--- config.mk ---
export PLATFORM = sky130hd
export DESIGN_NAME = tmr24_core
export DESIGN_NICKNAME = d
export VERILOG_FILES = /design/src/rtl/tmr24_core.sv
export SDC_FILE = /design/constraint.sdc
export NUM_CORES = 1
export LEC_CHECK = 0
export CORE_MARGIN = 4
export CORE_UTILIZATION = 40
export DETAILED_ROUTE_END_ITERATION = 8
export PLACE_DENSITY = 0.68
export SYNTH_ARGS = -nofsm -noshare
export SYNTH_HDL_FRONTEND = slang
export SYNTH_SLANG_ARGS = --single-unit
--- constraint.sdc ---
create_clock -name clk -period 3.6 [get_ports clk]
set_input_delay 0.72 -clock clk [delete_from_list [all_inputs] [get_ports clk]]
set_output_delay 0.72 -clock clk [all_outputs]
set_load 0.005 [all_outputs]
--- src/rtl/tmr24_core.sv ---
module tmr24_core #(
  parameter int W  = 24,
  parameter int DW = 3,
  parameter int PW = 1 << DW
) (
  input  logic          clk,
  input  logic          rst,
  input  logic          ext_clk,
  input  logic [1:0]    mode,
  input  logic          run_en,
  input  logic          src_ext,
  input  logic          div_en,
  input  logic [DW-1:0] div_sel,
  input  logic          zero_clr,
  input  logic          wd_dis,
  input  logic          ff_init,
  input  logic          ie_iv,
  input  logic          ie_a,
  input  logic          ie_b,
  input  logic          ie_wd,
  input  logic [W-1:0]  cmp_a,
  input  logic [W-1:0]  cmp_b,
  output logic [W-1:0]  count,
  output logic          stat_iv,
  output logic          stat_a,
  output logic          stat_b,
  output logic          stat_wd,
  output logic          irq,
  output logic          ff_out
);

  localparam logic [1:0] M_IV  = 2'd0;
  localparam logic [1:0] M_PG  = 2'd1;
  localparam logic [1:0] M_WD  = 2'd2;

  logic [PW-1:0] pre;
  logic [PW-1:0] pmask;
  logic [2:0]    xs;
  logic          int_tick, ext_tick, tick, go, step;
  logic [W-1:0]  nxt;

  assign pmask    = PW'((32'd2 << div_sel) - 32'd1);
  assign int_tick = !div_en || ((pre & pmask) == pmask);
  assign ext_tick = xs[1] & ~xs[2];
  assign tick     = src_ext ? ext_tick : int_tick;
  assign nxt      = count + W'(1);
  assign step     = tick & go;

  always_comb begin
    case (mode)
      M_IV:    go = run_en && (count != cmp_a);
      M_PG:    go = run_en;
      M_WD:    go = run_en || !wd_dis;
      default: go = 1'b0;
    endcase
  end

  always_ff @(posedge clk) begin
    if (rst) begin
      pre <= '0;
      xs  <= '0;
    end else begin
      pre <= pre + PW'(1);
      xs  <= {xs[1:0], ext_clk};
    end
  end

  always_ff @(posedge clk) begin
    if (rst) begin
      count   <= '0;
      ff_out  <= ff_init;
      stat_iv <= 1'b0;
      stat_a  <= 1'b0;
      stat_b  <= 1'b0;
      stat_wd <= 1'b0;
      irq     <= 1'b0;
    end else begin
      stat_iv <= 1'b0;
      stat_a  <= 1'b0;
      stat_b  <= 1'b0;
      stat_wd <= 1'b0;
      irq     <= 1'b0;
      if (step) begin
        count <= nxt;
        case (mode)
          M_IV: if (nxt == cmp_a) begin
            stat_iv <= 1'b1;
            irq     <= ie_iv;
            count   <= zero_clr ? '0 : cmp_a;
          end
          M_PG: if (nxt == cmp_a) begin
            ff_out <= ~ff_out;
            stat_a <= 1'b1;
            irq    <= ie_a;
          end else if (nxt == cmp_b) begin
            ff_out <= ~ff_out;
            stat_b <= 1'b1;
            irq    <= ie_b;
            count  <= '0;
          end
          M_WD: if (nxt == cmp_a) begin
            stat_wd <= 1'b1;
            irq     <= ie_wd;
            count   <= '0;
          end
          default: count <= count;
        endcase
      end
    end
  end

endmodule

==> metrics list <==
- The run finished with clean final reports.
* Seq/Total Area, Yosys: approximately 18%
- The floorplan step defined a die boundary enclosing 0.0131 mm2.
- The floorplan has 38 rows.
- Register-to-Register Path Depth: 10
* Total count of max-transition violations in the final report: 0
* Post-route DRC violation count: 0
- For this design the static power due to leakage is 2.58 nW.
* Post-detailed-placement half-perimeter wirelength: 15400 um
- Final period utilization: 97.2%
* Worst-case vdd ir drop: between 0.15 and 0.2 mV
* TritonCTS clock tree: yes
- Number of warnings printed during yosys synthesis: 0
- The first detailed-routing pass took 5 iterations.
- During I/O placement, the number of pins put on the boundary was 96.
- At the pin with the least slew margin, the transition time is 0.756 ns.
* Initial Util: approximately two fifths
- Worst Hold Path Cells: 2
- In this run the horizontal extent of the chip is 115 um.
* Largest buffer count on any clock path: 2
- Per-instance average area after synthesis: 7.75 um2
* Async SR Flop Fraction: 0%
- The worst setup path is launched from a flop.
* Setup CP Type: reg -> reg
- In this run the vertical extent of the chip is 115 um.
- Area overhead of the layout relative to synthesis: 44.0%
* Drt wl/cell: 21.2 um
* Via count of the first global-routing pass: 5114
* Nets in the synthesized netlist: 659
* Required time at the worst-slack endpoint: roughly 3.8 ns
* Total of endpoints with negative setup slack in the final report: 0
- Data on the critical path arrives at its endpoint at 3.68 ns.
* Total detailed-routing wirelength: 19100 um
- The tool flagged a number of max-cap violations equal to 0.
* 1st-iter DRT viols: 603
- The number of antenna violations at the first check in global routing came to 0.
- Clock sink count: 41
- Routability-driven placement finished with a final weighted congestion of 0.977.
- The number of placed instances, taps included, is a little under 900.
- dfxtp_1 takes more of the synthesized area than any other cell.
- In this run the standard cell core region covers 0.0110 mm2.
* Clock skew: 0.00703 ns
- Count of antenna diodes in the layout: 0
- Hold buffer count at CTS: 0
* Number of filler instances in the final layout: 1001
- For flop-to-flop paths, the worst setup slack is 0.1 ns.
* Number of hold violations in the final report: 0
- Tightest slew margin relative to the limit: between 40% and 50%
* Min-Delay Path Class: reg -> reg
- After synthesis, the netlist uses 84 different library cells.
- Count of flip-flops with a built-in enable after synthesis: 1
- Post-Place Setup Slack: -0.393 ns
- Worst Setup Slack, final: 0.0990 ns
- The detailed router placed approximately 5300 vias in this run.
- Remaining Overflow, GRT: 0
- Count leader, synth: nor2_1
- Entering global routing, the biggest net connects 21 pins.
* Number of levels in the clock H-tree: 2
* Clock-pin slew on the worst setup and hold paths: 0.07 ns
- Across the whole layout, storage elements account for 835 um2.
* CTS buffer count: 5
- The cell sitting at the root of the clock tree is a clkbuf_16.
* Power per standard cell area: 208 mW/mm2
- Minimum hold slack: 0.438 ns
- For this run, the total global-route usage over all layers was measured as 28.5%.
- Cell types with the highest counts after synthesis: nor2_1, xnor2_1, nand2_1, dfxtp_1
- DRT antenna net count: 0
- The mapped netlist covers 0.00455 mm2.
- Net count of the finished layout: 830
- Dividing the detail-routed via count by the number of cells gives 5.95.
- The most used flip-flop cell after synthesis is dfxtp_1.
* Area of the multi-input gates: 0.00344 mm2
- Leaving out filler cells and counting taps, the final layout contains 899.
* Fraction of layout instances using a drive strength above 1: 21.9%
- Crit. End Element: flop
- Portion of synthesized cell area occupied by the leading cell type: roughly 18%
- Cell types occupying the most area after synthesis: dfxtp_1, xnor2_1, nor2_1
* Seq cells post-synth: 41
- Total design power: 0.00136 W
* Global-route wire length before repair: about 30000 um
- Based on the critical path, the design can be clocked at up to roughly 290 MHz.
- Final min period: 3.50 ns
* Worst-skew pair later-pin latency: 0.29 ns
- # port buffers: 95
* Synthesized netlist cell count: 587
- Maximum net fanout on the critical path: 9
layout by cell type (no fill, tap or decap), drive strengths merged, types with 10 or more instances in the layout:
cell type and count:
xor2 16, nand4 20, a31oi 11, a21oi 18, buf 112, nor3 26
o31ai 12, nor2 60, o21ai 25, and3 22, or3 11, xnor2 51
nand3 24, clkdlybuf4s50 95, inv 24, nor4 14, dfxtp 40, nor2b 11
nand2 43, a221o 10
sequential cells by signal, summed over array words and instances, names as in the netlist:
| name | count |
|---|---|
| stat_wd | 1 |
| ff_out | 1 |
| count | 24 |
| xs | 3 |
| stat_iv | 1 |
| pre | 8 |
| stat_b | 1 |
| stat_a | 1 |
| irq | 1 |
cells by family (layout without fill, tap and decap cells):
kind of cell             Yosys count  count (layout)  synth area share, %
AO/OA/AOI/OAI                    133             133                 21.9
XOR/XNOR                          73              73                 15.9
adder cells (fa/ha/maj)            6               6                 1.65
buffers and inverters             67             238                 7.84
flip-flops                        41              41                 18.3
multiplexers                       5               5                 1.16
AND/OR/NAND/NOR                  262             263                 33.3
power breakdown:
group / switching [W] / leakage (nW) / internal [W]
clock: 0.000203 / 0.0842 / 0.000329
combinational: 0.000178 / 2.16 / 0.000185
sequential: 0.00000601 / 0.335 / 0.000463
total: 0.000387 / 2.58 / 0.000977
worst paths after layout:
kind,startpoint,endpoint
hold / removal,xs[1]$_SDFF_PP0_,xs[2]$_SDFF_PP0_
hold reg to reg,xs[1]$_SDFF_PP0_,xs[2]$_SDFF_PP0_
setup / recovery,count[7]$_SDFFE_PP0P_,count[17]$_SDFFE_PP0P_
setup reg to reg,count[7]$_SDFFE_PP0P_,count[17]$_SDFFE_PP0P_
through the flow:
stage | utilization, % | TNS [ns] | cell area [um2]
floorplan | - | 0 | 4550
global placement | 57.2 | -4.81 | 6280
detailed placement | 57.2 | -4.35 | 6280
CTS | 58.8 | 0 | 6460
global route | 59.6 | -0.00205 | 6550
finish | 59.6 | 0 | 6550
final cells by class:
class	count	area share, %
Clock buffer	5	1.91
Tap cell	140	2.68
Timing Repair Buffer	207	28.1
Multi-Input combinational cell	480	52.6
Clock inverter	3	0.669
Sequential cell	41	12.7
Inverter	23	1.32
metal layers:
layer  GRT usage (%)  vias up  part of all wire (%)
met5               0        -                     0
met2            46.3      272                    46
li1                -     2495                     -
met3            3.91       29                   7.8
met1            40.2     2549                    44
met4            5.62        0                   2.0
what timing repair did:
action,4_1_cts,5_1_grt
pin swaps,0,5
gates cloned,0,1
buffers inserted,0,2
hold endpoints to repair,0,0
setup endpoints to repair,1,25
resized for setup,2,15
critical path, stage by stage (launching register included):
cell and delay (ns):
dfxtp_1 0.51, nand4_2 0.26, nor4_4 0.49, and2_1 0.23, o221a_1 0.20, nand4_1 0.20
nand4b_1 0.33, o311ai_4 0.42, and2_4 0.29, nor2_4 0.10, a221o_1 0.36
No activity file was read; power rests on OpenSTA's default activity.
